<file path="config.mk">
export PLATFORM = sky130hd
export DESIGN_NAME = owm_master
export DESIGN_NICKNAME = d
export VERILOG_FILES = /design/src/rtl/owm_pkg.sv /design/src/rtl/owm_sync.sv /design/src/rtl/owm_ticker.sv /design/src/rtl/owm_slot_fsm.sv /design/src/rtl/owm_master.sv
export SDC_FILE = /design/constraint.sdc
export NUM_CORES = 1
export LEC_CHECK = 0
export BUFFER_PORTS_ARGS = -buffer_cell sky130_fd_sc_hd__buf_2
export CORE_MARGIN = 2
export CORE_UTILIZATION = 60
export DETAILED_ROUTE_END_ITERATION = 16
export GPL_ROUTABILITY_DRIVEN = 0
export GPL_TIMING_DRIVEN = 0
export HOLD_SLACK_MARGIN = 0.15
export PLACE_DENSITY = 0.89
export SLEW_MARGIN = 0
export SYNTH_ARGS = -nofsm -noshare
export SYNTH_HDL_FRONTEND = slang
export SYNTH_SLANG_ARGS = --single-unit
</file>
<file path="constraint.sdc">
create_clock -name clk -period 2.77 [get_ports clk]
set_input_delay 0.1385 -clock clk [delete_from_list [all_inputs] [get_ports clk]]
set_output_delay 0.1385 -clock clk [all_outputs]
set_load 0.02 [all_outputs]
</file>
<file path="src/rtl/owm_pkg.sv">
package owm_pkg;
  typedef enum logic [1:0] {
    OP_RESET = 2'd0,
    OP_WRITE = 2'd1,
    OP_READ  = 2'd2,
    OP_NONE  = 2'd3
  } op_e;

  typedef enum logic [1:0] {
    PH_IDLE = 2'd0,
    PH_LOW  = 2'd1,
    PH_REL  = 2'd2
  } phase_e;
endpackage

</file>
<file path="src/rtl/owm_sync.sv">
module owm_sync #(
  parameter int STAGES = 2
) (
  input  logic clk,
  input  logic rst,
  input  logic d,
  output logic q
);
  logic [STAGES-1:0] chain;

  always_ff @(posedge clk) begin
    if (rst) chain <= '1;
    else     chain <= {chain[STAGES-2:0], d};
  end

  assign q = chain[STAGES-1];
endmodule

</file>
<file path="src/rtl/owm_ticker.sv">
module owm_ticker #(
  parameter int DIV = 50
) (
  input  logic clk,
  input  logic rst,
  input  logic clear,
  input  logic run,
  output logic tick
);
  localparam int CW = (DIV > 1) ? $clog2(DIV) : 1;
  localparam logic [CW-1:0] LAST = CW'(DIV - 1);

  logic [CW-1:0] cnt;

  always_ff @(posedge clk) begin
    if (rst || clear || !run) cnt <= '0;
    else if (cnt == LAST)     cnt <= '0;
    else                      cnt <= cnt + 1'b1;
  end

  assign tick = run && (cnt == LAST);
endmodule

</file>
<file path="src/rtl/owm_slot_fsm.sv">
module owm_slot_fsm
  import owm_pkg::*;
#(
  parameter int T_RST_LOW   = 500,
  parameter int T_RST_REL   = 480,
  parameter int T_PRES_SMP  = 70,
  parameter int T_W0_LOW    = 65,
  parameter int T_SHORT_LOW = 6,
  parameter int T_RD_SMP    = 12,
  parameter int T_SLOT      = 70,
  parameter int T_REC       = 2
) (
  input  logic       clk,
  input  logic       rst,
  input  logic       cmd_valid,
  input  logic [1:0] cmd_op,
  input  logic       cmd_wbit,
  input  logic       line_s,
  input  logic       tick,
  output logic       start,
  output logic       busy,
  output logic       drive_low,
  output logic       done,
  output logic       presence,
  output logic       rd_bit
);
  localparam int RST_TOTAL  = T_RST_LOW + T_RST_REL;
  localparam int SLOT_TOTAL = T_SLOT + T_REC;
  localparam int MAX_US     = (RST_TOTAL > SLOT_TOTAL) ? RST_TOTAL : SLOT_TOTAL;
  localparam int UW         = $clog2(MAX_US + 1);
  localparam int LIM_SLOT   = 120;
  localparam int LIM_RST    = 960;

  phase_e       ph;
  op_e          op_q;
  logic         wbit_q;
  logic         smp_q;
  logic [UW-1:0] us_cnt;
  logic [UW-1:0] us_nxt;
  logic [UW-1:0] low_len;
  logic [UW-1:0] smp_at;
  logic [UW-1:0] total;

  assign start  = (ph == PH_IDLE) && cmd_valid && (op_e'(cmd_op) != OP_NONE);
  assign us_nxt = us_cnt + 1'b1;

  always_comb begin
    low_len = UW'(T_SHORT_LOW);
    smp_at  = UW'(T_RD_SMP);
    total   = UW'(SLOT_TOTAL);
    case (op_q)
      OP_RESET: begin
        low_len = UW'(T_RST_LOW);
        smp_at  = UW'(T_RST_LOW + T_PRES_SMP);
        total   = UW'(RST_TOTAL);
      end
      OP_WRITE: if (!wbit_q) low_len = UW'(T_W0_LOW);
      default: ;
    endcase
  end

  always_ff @(posedge clk) begin
    if (rst) begin
      ph        <= PH_IDLE;
      op_q      <= OP_NONE;
      wbit_q    <= 1'b0;
      smp_q     <= 1'b1;
      us_cnt    <= '0;
      busy      <= 1'b0;
      drive_low <= 1'b0;
      done      <= 1'b0;
      presence  <= 1'b0;
      rd_bit    <= 1'b0;
    end else begin
      done <= 1'b0;
      case (ph)
        PH_IDLE: if (start) begin
          op_q      <= op_e'(cmd_op);
          wbit_q    <= cmd_wbit;
          us_cnt    <= '0;
          busy      <= 1'b1;
          drive_low <= 1'b1;
          ph        <= PH_LOW;
        end
        PH_LOW: if (tick) begin
          us_cnt <= us_nxt;
          if (us_nxt == low_len) begin
            drive_low <= 1'b0;
            ph        <= PH_REL;
          end
        end
        PH_REL: if (tick) begin
          us_cnt <= us_nxt;
          if (us_nxt == smp_at) smp_q <= line_s;
          if (us_nxt == total) begin
            busy <= 1'b0;
            done <= 1'b1;
            ph   <= PH_IDLE;
            if (op_q == OP_RESET) presence <= ~smp_q;
            if (op_q == OP_READ)  rd_bit   <= smp_q;
          end
        end
        default: ph <= PH_IDLE;
      endcase
    end
  end

  // the line is released whenever no command is running
  p_idle_released_r8: assert property (@(posedge clk) disable iff (rst)
    !busy |-> !drive_low);

  // slot pulses stay below the bus-reset threshold
  p_short_low_r9: assert property (@(posedge clk) disable iff (rst)
    (drive_low && op_q != OP_RESET) |-> (us_cnt < UW'(LIM_SLOT)));

  // reset pulse never exceeds its upper bound
  p_reset_cap_r1: assert property (@(posedge clk) disable iff (rst)
    (drive_low && op_q == OP_RESET) |-> (us_cnt < UW'(LIM_RST)));

  // a running command is never replaced
  p_hold_op_r7: assert property (@(posedge clk) disable iff (rst)
    busy |=> $stable(op_q));

  // an accepted command starts a driven slot on the next cycle
  p_accept_r6: assert property (@(posedge clk) disable iff (rst)
    (cmd_valid && !busy && cmd_op != 2'd3) |=> (busy && drive_low));

  // done is a single-cycle strobe that ends a busy period
  p_done_pulse_r2: assert property (@(posedge clk) disable iff (rst)
    done |-> (!busy && $past(busy)));
endmodule

</file>
<file path="src/rtl/owm_master.sv">
module owm_master #(
  parameter int CLK_HZ      = 50_000_000,
  parameter int T_RST_LOW   = 500,
  parameter int T_RST_REL   = 480,
  parameter int T_PRES_SMP  = 70,
  parameter int T_W0_LOW    = 65,
  parameter int T_SHORT_LOW = 6,
  parameter int T_RD_SMP    = 12,
  parameter int T_SLOT      = 70,
  parameter int T_REC       = 2,
  parameter int SYNC_STAGES = 2
) (
  input  logic       clk,
  input  logic       rst,
  input  logic       cmd_valid,
  input  logic [1:0] cmd_op,
  input  logic       cmd_wbit,
  input  logic       line_in,
  output logic       drive_low,
  output logic       busy,
  output logic       done,
  output logic       presence,
  output logic       rd_bit
);
  localparam int RAW_DIV = CLK_HZ / 1_000_000;
  localparam int DIV     = (RAW_DIV < 1) ? 1 : RAW_DIV;

  logic line_s;
  logic tick;
  logic start;

  owm_sync #(.STAGES(SYNC_STAGES)) u_sync (
    .clk (clk),
    .rst (rst),
    .d   (line_in),
    .q   (line_s)
  );

  owm_ticker #(.DIV(DIV)) u_tick (
    .clk   (clk),
    .rst   (rst),
    .clear (start),
    .run   (busy),
    .tick  (tick)
  );

  owm_slot_fsm #(
    .T_RST_LOW   (T_RST_LOW),
    .T_RST_REL   (T_RST_REL),
    .T_PRES_SMP  (T_PRES_SMP),
    .T_W0_LOW    (T_W0_LOW),
    .T_SHORT_LOW (T_SHORT_LOW),
    .T_RD_SMP    (T_RD_SMP),
    .T_SLOT      (T_SLOT),
    .T_REC       (T_REC)
  ) u_fsm (
    .clk       (clk),
    .rst       (rst),
    .cmd_valid (cmd_valid),
    .cmd_op    (cmd_op),
    .cmd_wbit  (cmd_wbit),
    .line_s    (line_s),
    .tick      (tick),
    .start     (start),
    .busy      (busy),
    .drive_low (drive_low),
    .done      (done),
    .presence  (presence),
    .rd_bit    (rd_bit)
  );
endmodule

</file>
# After elaboration in Yosys (flattened, before gate mapping)
# Index checks and enable logic that the tools add are counted.
# word_totals
ff_bits	29
latch_bits	0
mem_bits_rw	0
mem_bits_ro	0
input_bits	7
out_inout_bits	5
mem_count	0
# classes
addsub	2
multipliers	0
div	0
order_cmp	0
eq_ne	15
n_shift	0
n_mux	21
bitwise_logic	3
reduce_logical	22
# ops
op	n
two-way mux 10 bit	4
case mux 10 bit (2 select lines)	2
== test 10 bit	3
AND reduction 4 bit	4
adder 10 x 1 -> 10 bit, second input constant	1
two-way mux 2 bit	5
!= test 2 bit, second input constant	4
two-way mux 7 bit	1
adder 6 x 1 -> 6 bit, second input constant	1
== test 6 bit, second input constant	1
two-way mux 1 bit	6
!= test 2 x 1 -> 1 bit, second input constant	3
case mux 2 bit (3 select lines)	1
AND reduction 3 bit	2
nonzero test 2 bit	3
AND reduction 5 bit	1
== test 2 x 1 -> 1 bit, second input constant	2
== test 2 bit, second input constant	2
zero test 2 bit	2
case mux 1 bit (2 select lines)	2
OR reduction 2 bit	2
logical AND 1 bit	3
inverter 1 bit	3
OR reduction 3 bit	1
other kinds (3)	4

# Depth between registers and ports, before layout
# Gate-level depths: netlist (run 1).
# depth
depth_word	6
ltp_mapped	9
mapped_depth_nobuf	9

# Modules after synthesis
# Synthesis (run 1) repeated with hierarchy kept, for this count alone.
# hier_totals
hier_cells	242
area_unflattened_um2	1890.6
# by_module_without_submodules
module	instances	cells_each	area_per_inst_um2	seq_area_each_um2
owm_slot_fsm	1	211	1577.8	420.4
owm_ticker	1	27	260.2	120.1
owm_sync	1	4	52.6	40.0

# Worst setup path after synthesis (run 1)
# OpenSTA, ideal clock, no wires.
# synth_path
kind	flip-flop to flip-flop
startpoint	register u_tick.cnt[0]
endpoint	register u_fsm.drive_low
t_arrival_ns	2.244
t_required_ns	2.655
path_slack_ns	0.412
stages_incl_launch_ff	9
path_buffers	0
synth_period_minus_slack_ns	2.358
cell_sequence	dfxtp_1 ha_1 nand2_1 or4_1 a2111oi_4 nand3_2 a2111oi_4 a21boi_1 o21a_1
# synth_via
elab_chain_cells	4
# synth_lines
element	line	text
from (decl)	owm_ticker.sv:13	logic [CW-1:0] cnt;
from (signal assigned)	owm_ticker.sv:18	else cnt <= cnt + 1'b1;
== test 6 bit	owm_ticker.sv:21	assign tick = run && (cnt == LAST);
logical AND 1 bit	owm_ticker.sv:21	
!= test 2 bit (no source line)	--	
AND reduction 4 bit (no source line)	--	
to (signal assigned)	owm_slot_fsm.sv:70	drive_low <= 1'b0;
to (signal assigned)	owm_slot_fsm.sv:82	drive_low <= 1'b1;
to (signal assigned)	owm_slot_fsm.sv:88	drive_low <= 1'b0;
to (decl)	owm_slot_fsm.sv:22	output logic drive_low,
# Every way passes these cells.
# A chain may end at the register's enable or synchronous reset.

# Final worst setup path (run 1)
# layout_path
startpoint	register u_fsm.us_cnt[0]
endpoint	register u_fsm.busy
# layout_via
elab_chain_cells	4
# layout_lines
element	line	text
from (decl)	owm_slot_fsm.sv:38	logic [UW-1:0] us_cnt;
from (signal assigned)	owm_slot_fsm.sv:86	us_cnt <= us_nxt;
from (signal assigned)	owm_slot_fsm.sv:93	us_cnt <= us_nxt;
adder 10 x 1 -> 10 bit	owm_slot_fsm.sv:45	assign us_nxt = us_cnt + 1'b1;
== test 10 bit	owm_slot_fsm.sv:95	if (us_nxt == total) begin
!= test 2 x 1 -> 1 bit (no source line)	--	
AND reduction 4 bit (no source line)	--	
to (signal assigned)	owm_slot_fsm.sv:69	busy <= 1'b0;
to (signal assigned)	owm_slot_fsm.sv:81	busy <= 1'b1;
to (signal assigned)	owm_slot_fsm.sv:96	busy <= 1'b0;
to (decl)	owm_slot_fsm.sv:21	output logic busy,
# Every way passes these cells.

==> results of run 1 <==
[what timing repair did]
action                                 4_1_cts  5_1_grt
gates resized for setup                      0        8
endpoints found under the hold margin        5        0
hold buffers                                 6        0
setup endpoints to repair                    0       14
setup buffers                                0        0
[worst max-delay path by stage]
| stage | startpoint | to | slack, ps |
|---|---|---|---|
| finish | u_fsm.us_cnt[0] | u_fsm.busy | 150 |
| global route | u_fsm.us_cnt[0] | u_fsm.drive_low | -0.2 |
| CTS | u_fsm.op_q[0] | u_fsm.busy | 80 |
| detailed placement | u_fsm.op_q[0] | u_fsm.busy | 100 |
| global placement | u_tick.cnt[0] | u_fsm.us_cnt[2] | 160 |
| floorplan | u_tick.cnt[0] | u_fsm.drive_low | 410 |
[worst max-delay path: stages, from the launching register on]
cell and delay (ps):
dfxtp_1 350, ha_1 310, or4_1 540, a311oi_2 330, nor2_1 130, or4b_1 580, o21ai_1 180, a21oi_1 90
[final cells by class]
cell class,instances,area [um^2]
Buffer,14,56.3
Clock buffer,6,41.3
Clock inverter,2,10.0
Fill cell,248,900
Inverter,7,26.3
Multi-Input combinational cell,194,1240
Sequential cell,29,581
Tap cell,44,55.1
Timing Repair Buffer,17,115
[Yosys cell counts, types with 4 or more instances]
master and number:
clkbuf_1 12, xnor2_1 7, nand4_1 7, a21oi_1 15, nor3_1 11, o211ai_1 4, nand2_1 23, ha_1 7
inv_1 7, o21ai_0 9, dfxtp_1 29, and4_1 4, nand3_1 14, or3_1 4, nor4_1 5, nor2_1 33
[kinds of logic after synthesis]
group	share of synthesized area [%]
simple gates	34.0
buf+inv	4.25
flops	30.9
fa+ha+maj	4.65
mux	1.60
xor+xnor	5.85
compound gates	18.8
[metal layers]
metal	vias to the layer above	wire [um]	GRT usage [%]
met1	879	1990	38.6
met4	0	119	11.4
li1	934	-	-
met2	75	2220	44.9
met5	-	0	0
met3	22	355	6.93
[power breakdown]
part | switching, mW | internal, mW
Clock | 0.153 | 0.0964
Combinational | 0.261 | 0.135
Sequential | 0.0297 | 0.449
[sequential cells by signal, summed over array words and instances, names as in the netlist]
signal	cells
u_sync.chain	2
u_fsm.ph	2
u_fsm.presence	1
u_fsm.drive_low	1
u_fsm.done	1
u_tick.cnt	6
u_fsm.rd_bit	1
u_fsm.us_cnt	10
u_fsm.op_q	2
u_fsm.wbit_q	1
u_fsm.busy	1
u_fsm.smp_q	1
==> summary.md, run 1 <==
| Metric | Value |
|---|---|
| Final ANT Viol Nets | `0` |
| Non-filler cells, final | `313` |
| Max-slew headroom | `31.4%` |
| Worst skew pair latency | `340 ps` |
| Top cells by area, synth | `dfxtp_1 31%, nor2_1 6.6%, ha_1 4.7%` |
| Vias per cell | `6.10` |
| Final setup margin | `146 ps` |
| Number of buffers created by CTS | `5` |
| Core ar. | `0.00303 mm^2` |
| # H-tree levels | `2` |
| IO Port Bufs | `11` |
| Layout cell share with drive strength beyond 1 | `12.3%` |
| CTS Buffer Depth | `2` |
| Reg2Reg Capture Point | `u_fsm.busy` |
| Die ar. | `0.00360 mm^2` |
| FMAX | `0.381 GHz` |
| WP data required | `2970 ps` |
| Max cap viols | `0` |
| Post-synth top area cell | `dfxtp_1` |
| Final period demand of the worst path | `2620 ps` |
| Global-route wire length before repair | `7780 um` |
| Critical R2R Launch | `u_fsm.us_cnt[0]` |
| Most common library cell in the layout ignoring fill and taps | `nor2_1` |
| Clock root cell | `clkbuf_4` |
| Asr flop ratio synth | `0%` |
| Critical Path End Type | `flip-flop` |
| Netlist cell types | `49` |
| Layout net count | `282` |
| Arrival time at the worst endpoint | `2830 ps` |
| Post-synth EDFFs | `0` |
| Pre-antenna DRT Iters | `6` |
| Hold_ws | `331 ps` |
| CP startpoint kind | `flip-flop` |
| Post-DP HPWL | `3270 um` |
| Final worst-path cycle share | `94.7%` |
| Initial core utilization | `62.1%` |
| # setup viols final | `0` |
| Post-synthesis sequential area ratio | `30.9%` |
| Vias | `1910` |
| Setup TNS | `0 ps` |
| Commonest non-fill, non-tap cells in the layout | `33 x nor2_1, 29 x dfxtp_1, 22 x nand2_1` |
| Run status | `finished, final reports clean` |
| Hold path endpoint | `u_fsm.wbit_q` |
| Synth warnings | `0` |
| Hold Path Depth | `4` |
| Mapped cell area | `0.00188 mm^2` |
| Pre-CTS WS | `101 ps` |
| Syn Nets | `258` |
| Syn-to-layout area delta | `13.1%` |
| Rows | `20` |
| Worst Tran Pin Value | `1020 ps` |
| First-iteration detailed-routing DRC count | `118` |
| Power Density | `528 mW/mm^2` |
| Synth Instances | `244` |
| Hold Path Origin | `cmd_valid` |
| Peak supply drop | `0.000357 V` |
| Placed Area | `0.00199 mm^2` |
| Die H | `60.0 um` |
| I/O pin cnt | `12` |
| Critical Setup Path Class | `flip-flop to flip-flop` |
| CTS tree | `built` |
| Worst r2r path cells | `7` |
| Total wire length | `4690 um` |
| DR WL/cell | `15.0 um` |
| Core Util, Final | `70.3%` |
| Dpl cells | `299` |
| Final number of hold-violating endpoints | `0` |
| Cell area after layout | `0.00213 mm^2` |
| R2r setup slk | `150 ps` |
| Initial antenna violation count | `0` |
| #FFs+latches synth | `29` |
| HP Class | `primary input to flip-flop` |
| # DRC | `0` |
| DIE WIDTH | `60.0 um` |
| Prevailing post-synth register cell | `dfxtp_1` |
| Largest net degree at the start of global routing | `11` |
| All-layer global routing usage | `28.9%` |
| Pwr Total | `1.12 mW` |
| Leakage power | `0.736 nW` |
| Clock Sinks | `29` |
| Diodes inserted | `0` |
| CP Max Fanout | `7` |
| Post-synth top area share | `30.9%` |
| Syn Area/Cell | `7.71 um^2` |
| Gr ovfl total | `0` |
| Clock skew | `17.5 ps` |
| Clk slew on worst S/H paths | `90 ps` |
| Vias in the first global route | `1745` |
| Final Max Tran Viols | `0` |
(Power assumes the default switching activity.)
==> run 2, diff against run 1 <==
==> constraint.sdc (replaced) <==
create_clock -name clk -period 3 [get_ports clk]
set_input_delay 0.15 -clock clk [delete_from_list [all_inputs] [get_ports clk]]
set_output_delay 0.15 -clock clk [all_outputs]
set_load 0.02 [all_outputs]
==> run 2 against run 1 <==
Effect of this change:
- combinational power shrank 11%
- worst setup slack improved by 56 ps
- routed wire length is 0.28% higher
- critical path depth up 1
- clock-buffer cell count stayed put
- sequential share of layout area grew 0.32 points
- power shrank 8.7%
- via count shrank 0.42%
- sequential power fell by 7.7%
- flip-flop and latch count unchanged
- core utilization shrank 0.83 points
- hold slack improved by 1.5 ps
- highest routed layer unchanged
==> summary.md, run 2 (synthesis results as in run 1) <==
| Metric | Value |
|---|---|
| HP Class | `primary input to flip-flop (unchanged)` |
| Diodes inserted | `0 (unchanged)` |
| All-layer global routing usage | `28.9% (unchanged)` |
| Final ANT Viol Nets | `0 (unchanged)` |
| WP data required | `3210 ps (was 2970 ps)` |
| Clock root cell | `clkbuf_4 (unchanged)` |
| Max-slew headroom | `42.8% (was 31.4%)` |
| Pwr Total | `1.03 mW (was 1.12 mW)` |
| Critical Path End Type | `flip-flop (unchanged)` |
| Top flop regs | `u_fsm.us_cnt (10), u_tick.cnt (6) (unchanged)` |
| Leakage power | `0.726 nW (was 0.736 nW)` |
| Vias | `1902 (was 1910)` |
| Max reg flops | `10 (unchanged)` |
| Syn-to-layout area delta | `11.8% (was 13.1%)` |
| # setup viols final | `0 (unchanged)` |
| Layout net count | `282 (unchanged)` |
| Arrival time at the worst endpoint | `3000 ps (was 2830 ps)` |
| Setup TNS | `0 ps (unchanged)` |
| DIE WIDTH | `60.0 um (unchanged)` |
| Core ar. | `0.00303 mm^2 (unchanged)` |
| Clock skew | `14.8 ps (was 17.5 ps)` |
| Max cap viols | `0 (unchanged)` |
| Critical R2R Launch | `u_fsm.op_q[0] (was u_fsm.us_cnt[0])` |
| Vias in the first global route | `1745 (unchanged)` |
| Worst skew pair latency | `340 ps (about the same)` |
| Filler Cell Count | `247 (was 248)` |
| R2r setup slk | `200 ps (was 150 ps)` |
| Clock Sinks | `29 (unchanged)` |
| Final period demand of the worst path | `2800 ps (was 2620 ps)` |
| Worst Tran Pin Value | `851 ps (was 1020 ps)` |
| Hold path endpoint | `u_fsm.wbit_q (unchanged)` |
| FMAX | `0.357 GHz (was 0.381 GHz)` |
| CTS tree | `built (unchanged)` |
| Final worst-path cycle share | `93.3% (was 94.7%)` |
| Unrepaired setup endpoints after global routing | `no` |
| Commonest non-fill, non-tap cells in the layout | `33 x nor2_1, 29 x dfxtp_1, 23 x nand2_1 (was 33 x nor2_1, 29 x dfxtp_1, 22 x nand2_1)` |
| Die H | `60.0 um (unchanged)` |
| First-iteration detailed-routing DRC count | `151 (was 118)` |
| Run status | `finished, final reports clean (unchanged)` |
| CP cell instances | `nor2_1, clkbuf_1, nand4b_1, a311oi_1, nor2_1, or4b_1, o21ai_1, a21oi_1 (was ha_1, or4_1, a311oi_2, nor2_1, or4b_1, o21ai_1, a21oi_1)` |
| Postcts setup bufs | `0 (unchanged)` |
| DR WL/cell | `15.0 um (about the same)` |
| Gr ovfl total | `0 (unchanged)` |
| Vias per cell | `6.08 (was 6.10)` |
| Number of buffers created by CTS | `5 (unchanged)` |
| Global-route wire length before repair | `7780 um (unchanged)` |
| I/O pin cnt | `12 (unchanged)` |
| Placed Area | `0.00199 mm^2 (unchanged)` |
| Largest net degree at the start of global routing | `11 (unchanged)` |
| Hold Path Depth | `4 (unchanged)` |
| Cell area after layout | `0.00210 mm^2 (was 0.00213 mm^2)` |
| CP startpoint kind | `flip-flop (unchanged)` |
| CTS Buffer Depth | `2 (unchanged)` |
| Reg2Reg Capture Point | `u_fsm.busy (unchanged)` |
| Die ar. | `0.00360 mm^2 (unchanged)` |
| Peak supply drop | `0.000323 V (was 0.000357 V)` |
| Post-DP HPWL | `3270 um (unchanged)` |
| Worst path top cell family by delay | `simple AND/OR/NAND/NOR gates (unchanged)` |
| Layout cell share with drive strength beyond 1 | `10.4% (was 12.3%)` |
| Rows | `20 (unchanged)` |
| Clk slew on worst S/H paths | `100 ps (was 90 ps)` |
| Final Max Tran Viols | `0 (unchanged)` |
| CP peak stage delay | `590 ps (was 580 ps)` |
| Final setup margin | `202 ps (was 146 ps)` |
| Critical Setup Path Class | `flip-flop to flip-flop (unchanged)` |
| # H-tree levels | `2 (unchanged)` |
| # DRC | `0 (unchanged)` |
| Total wire length | `4700 um (was 4690 um)` |
| Pre-antenna DRT Iters | `6 (unchanged)` |
| Hold Path Origin | `cmd_valid (unchanged)` |
| Crit-path slowest cell | `or4b_1 (unchanged)` |
| CP Max Fanout | `10 (was 7)` |
| Final number of hold-violating endpoints | `0 (unchanged)` |
| Initial antenna violation count | `0 (unchanged)` |
| Most common library cell in the layout ignoring fill and taps | `nor2_1 (unchanged)` |
| Worst r2r path cells | `8 (was 7)` |
| CP bufs+invs | `1 (was 0)` |
| Most frequent CP cell | `nor2_1` |
| Biggest register | `u_fsm.us_cnt (unchanged)` |
| Initial core utilization | `62.1% (unchanged)` |
| IO Port Bufs | `11 (unchanged)` |
| Pre-CTS WS | `331 ps (was 101 ps)` |
| Power Density | `488 mW/mm^2 (was 528 mW/mm^2)` |
run 2: metrics by stage:
step           instances  hold slack, ps  utilization (%)
5_1_grt              313             347             69.5
3_5_place_dp         299             337             65.8
3_3_place_gp         299             336             65.8
4_1_cts              313             328             69.5
2_1_floorplan        244             254                -
6_report             313             332             69.5
run 2: per-layer routing:
metal  vias up  part of all wire, %  global-route usage (%)
li1        938                    -                       -
met2        80                   48                    44.9
met3        15                  8.3                    6.93
met5         -                    0                       0
met4         0                  1.9                    11.4
met1       869                   42                    38.6
run 2: tightest hold or removal path, delay by kind of cell:
| kind | cells | cell delay, ps |
|---|---|---|
| AND/OR/NAND/NOR | 2 | 260 |
| buffers and inverters | 1 | 120 |
| multiplexers | 1 | 100 |
run 2: power by group:
group	internal, mW	total [mW]	switching, mW
clock	0.0890	0.231	0.142
sequential	0.414	0.441	0.0269
combinational	0.118	0.354	0.236
run 2: cell type report:
| class | instances | area, um^2 | share of cell area (%) |
|---|---|---|---|
| tap | 44 | 55.1 | 2.62 |
| inverter | 7 | 26.3 | 1.25 |
| clock inverter | 2 | 10.0 | 0.476 |
| sequential | 29 | 581 | 27.6 |
| multi-input combinational | 194 | 1220 | 58.1 |
| buffer | 14 | 53.8 | 2.56 |
| clock buffer | 6 | 41.3 | 1.96 |
| timing repair buffer | 17 | 115 | 5.47 |
run 2: worst max path at each step:
stage	from	endpoint	slack, ps	cells after the start
2_1_floorplan	u_tick.cnt[0]	u_fsm.drive_low	640	8
3_3_place_gp	u_tick.cnt[0]	u_fsm.us_cnt[2]	390	8
3_5_place_dp	u_fsm.op_q[0]	u_fsm.busy	330	8
4_1_cts	u_fsm.op_q[0]	u_fsm.busy	310	8
5_1_grt	u_fsm.us_cnt[0]	u_fsm.busy	40	8
6_report	u_fsm.op_q[0]	u_fsm.busy	200	8
run 2: timing repair:
action                    in CTS  in global routing
resized for setup              0                  0
hold endpoints to repair       5                  0
hold buffers                   6                  0
==> run 3, diff against run 2 <==
--- a/config.mk
+++ b/config.mk
@@ -6,8 +6,10 @@
 export NUM_CORES = 1
 export LEC_CHECK = 0
 export BUFFER_PORTS_ARGS = -buffer_cell sky130_fd_sc_hd__buf_2
+export CELL_PAD_IN_SITES_DETAIL_PLACEMENT = 1
+export CELL_PAD_IN_SITES_GLOBAL_PLACEMENT = 1
 export CORE_MARGIN = 2
-export CORE_UTILIZATION = 60
+export CORE_UTILIZATION = 45
 export DETAILED_ROUTE_END_ITERATION = 16
 export GPL_ROUTABILITY_DRIVEN = 0
 export GPL_TIMING_DRIVEN = 0
==> run 3 against run 2 <==
Effect of this change:
- design area grew 2.0%
- sequential share of layout area shrank 0.53 points
- worst setup slack lost 49 ps
- sequential power grew 1%
- critical path type unchanged
- register-to-register slack lost 50 ps
- cell count grew 0.64%
- die area grew 31%
- clock power grew 86%
- via count grew 0.63%
- power grew 21%
==> summary.md, run 3 (synthesis results as in run 1) <==
| Metric | Value |
|---|---|
| Number of buffers created by CTS | `5 (unchanged)` |
| Final ANT Viol Nets | `0 (unchanged)` |
| Most common library cell in the layout ignoring fill and taps | `nor2_1 (unchanged)` |
| Hold_ws | `172 ps (was 332 ps)` |
| CP peak stage delay | `600 ps (was 590 ps)` |
| HP Class | `primary input to flip-flop (unchanged)` |
| Unrepaired setup endpoints after global routing | `no (unchanged)` |
| Top flop regs | `u_fsm.us_cnt (10), u_tick.cnt (6) (unchanged)` |
| CTS tree | `built (unchanged)` |
| Max-slew headroom | `26.3% (was 42.8%)` |
| Power Density | `579 mW/mm^2 (was 488 mW/mm^2)` |
| Setup TNS | `0 ps (unchanged)` |
| CP cell instances | `nor2_1, clkbuf_1, nand4b_1, a311oi_1, nor2_1, or4b_1, o21ai_1, a21oi_1 (unchanged)` |
| Worst Tran Pin Value | `1100 ps (was 851 ps)` |
| # H-tree levels | `2 (unchanged)` |
| Rows | `23 (was 20)` |
| Clock root cell | `clkbuf_8 (was clkbuf_4)` |
| Pre-antenna DRT Iters | `4 (was 6)` |
| Core ar. | `0.00400 mm^2 (was 0.00303 mm^2)` |
| Commonest non-fill, non-tap cells in the layout | `33 x nor2_1, 29 x dfxtp_1, 23 x nand2_1 (unchanged)` |
| Vias per cell | `6.08 (about the same)` |
| Initial core utilization | `47.0% (was 62.1%)` |
| Postcts setup bufs | `0 (unchanged)` |
| Run status | `finished, final reports clean (unchanged)` |
| Hold Path Depth | `3 (was 4)` |
| Final number of hold-violating endpoints | `0 (unchanged)` |
| Gr ovfl total | `0 (unchanged)` |
| # DRC | `0 (unchanged)` |
| Pwr Total | `1.24 mW (was 1.03 mW)` |
| Area of the multi-input gates | `0.00123 mm^2 (was 0.00122 mm^2)` |
| All-layer global routing usage | `26.3% (was 28.9%)` |
| Clock Sinks | `29 (unchanged)` |
| Sequential Area | `581 um^2 (unchanged)` |
| Vias | `1914 (was 1902)` |
| Final worst-path cycle share | `94.9% (was 93.3%)` |
| Filler Cell Count | `518 (was 247)` |
| Crit-path slowest cell | `or4b_1 (unchanged)` |
| Diodes inserted | `0 (unchanged)` |
| CP Max Fanout | `10 (unchanged)` |
| IO Port Bufs | `11 (unchanged)` |
| FMAX | `0.351 GHz (was 0.357 GHz)` |
| CP startpoint kind | `flip-flop (unchanged)` |
| Final period demand of the worst path | `2850 ps (was 2800 ps)` |
| Die ar. | `0.00471 mm^2 (was 0.00360 mm^2)` |
| Biggest register | `u_fsm.us_cnt (unchanged)` |
| Max cap viols | `0 (unchanged)` |
| Leakage power | `0.745 nW (was 0.726 nW)` |
| Global-route wire length before repair | `9070 um (was 7780 um)` |
| I/O pin cnt | `12 (unchanged)` |
| DIE WIDTH | `68.7 um (was 60.0 um)` |
| Layout cell share with drive strength beyond 1 | `10.9% (was 10.4%)` |
| Final Max Tran Viols | `0 (unchanged)` |
| Vias in the first global route | `1861 (was 1745)` |
| Layout net count | `278 (was 282)` |
| Syn-to-layout area delta | `14.0% (was 11.8%)` |
| Critical Setup Path Class | `flip-flop to flip-flop (unchanged)` |
| Core Util, Final | `53.6% (was 69.5%)` |
| CTS Buffer Depth | `2 (unchanged)` |
| Critical Path End Type | `flip-flop (unchanged)` |
| Max reg flops | `10 (unchanged)` |
| Post-DP HPWL | `3810 um (was 3270 um)` |
| Worst r2r path cells | `8 (unchanged)` |
| Clock skew | `6.88 ps (was 14.8 ps)` |
| Most frequent CP cell | `nor2_1 (unchanged)` |
| First-iteration detailed-routing DRC count | `89 (was 151)` |
| # setup viols final | `0 (unchanged)` |
| Worst skew pair latency | `290 ps (was 340 ps)` |
| Initial antenna violation count | `0 (unchanged)` |
| WP data required | `3150 ps (was 3210 ps)` |
| Largest net degree at the start of global routing | `11 (unchanged)` |
| Die H | `68.7 um (was 60.0 um)` |
| Placed Area | `0.00200 mm^2 (was 0.00199 mm^2)` |
| Total wire length | `5520 um (was 4700 um)` |
| DR WL/cell | `17.5 um (was 15.0 um)` |
| Clk slew on worst S/H paths | `70 ps (was 100 ps)` |
| Cell area after layout | `0.00214 mm^2 (was 0.00210 mm^2)` |
| Arrival time at the worst endpoint | `3000 ps (about the same)` |
| Peak supply drop | `0.000331 V (was 0.000323 V)` |
run 3: changes by cell type in the layout (fill, tap and decap cells not counted):
cell / change
clkbuf_4: -5
clkinv_2: -2
dlygate4sd3_1: -4
bufinv_16: +1
clkbuf_8: +6
clkbuf_2: +1
a211oi_4: +1
clkbuf_1: -1
a211oi_2: -1
run 3: repair_timing:
item	4_1_cts	5_1_grt
endpoints found under the hold margin	2	0
endpoints found under the setup margin	0	5
hold buffers	2	0
gates resized for setup	0	3
run 3: final timing paths:
check             startpoint               to  slack, ps
max            u_fsm.op_q[1]       u_fsm.busy        150
max reg2reg    u_fsm.op_q[1]       u_fsm.busy        150
min reg2reg  u_sync.chain[0]  u_sync.chain[1]        410
min                cmd_op[1]    u_fsm.op_q[1]        170
run 3: stage by stage:
step                instances  setup slack (ps)
floorplan                 244               642
global placement          305               327
detailed placement        305               248
CTS                       315               219
global route              315              1.89
finish                    315               154
run 3: layout make-up:
cell class              count  area share, %
plain buffers              14           2.57
clock buffers               7           4.03
clock inverters             1           1.40
inverters                   7           1.23
multi-input cells         194           57.3
flip-flops and latches     29           27.1
well taps                  50           2.92
repair buffers             13           3.50
run 3: critical path, delay by kind of cell (launching register included):
kind | cells | cell delay (ps)
AO/OA/AOI/OAI | 3 | 610
AND/OR/NAND/NOR | 4 | 1230
buffers and inverters | 1 | 460
flip-flops | 1 | 400
run 3: report_power, final:
| group | switching, mW | internal (mW) | leakage, nW |
|---|---|---|---|
| Clock | 0.159 | 0.271 | 0.0585 |
| Combinational | 0.250 | 0.117 | 0.451 |
| Sequential | 0.0311 | 0.415 | 0.236 |
run 3: layer usage:
| layer | wire, um | GRT usage [%] | share of wire, % | vias up |
|---|---|---|---|---|
| li1 | - | - | - | 920 |
| met1 | 2390 | 32.3 | 43 | 940 |
| met2 | 2830 | 44.7 | 51 | 43 |
| met3 | 185 | 5.19 | 3.4 | 11 |
| met4 | 115 | 10.8 | 2.1 | 0 |
| met5 | 0 | 0 | 0 | - |
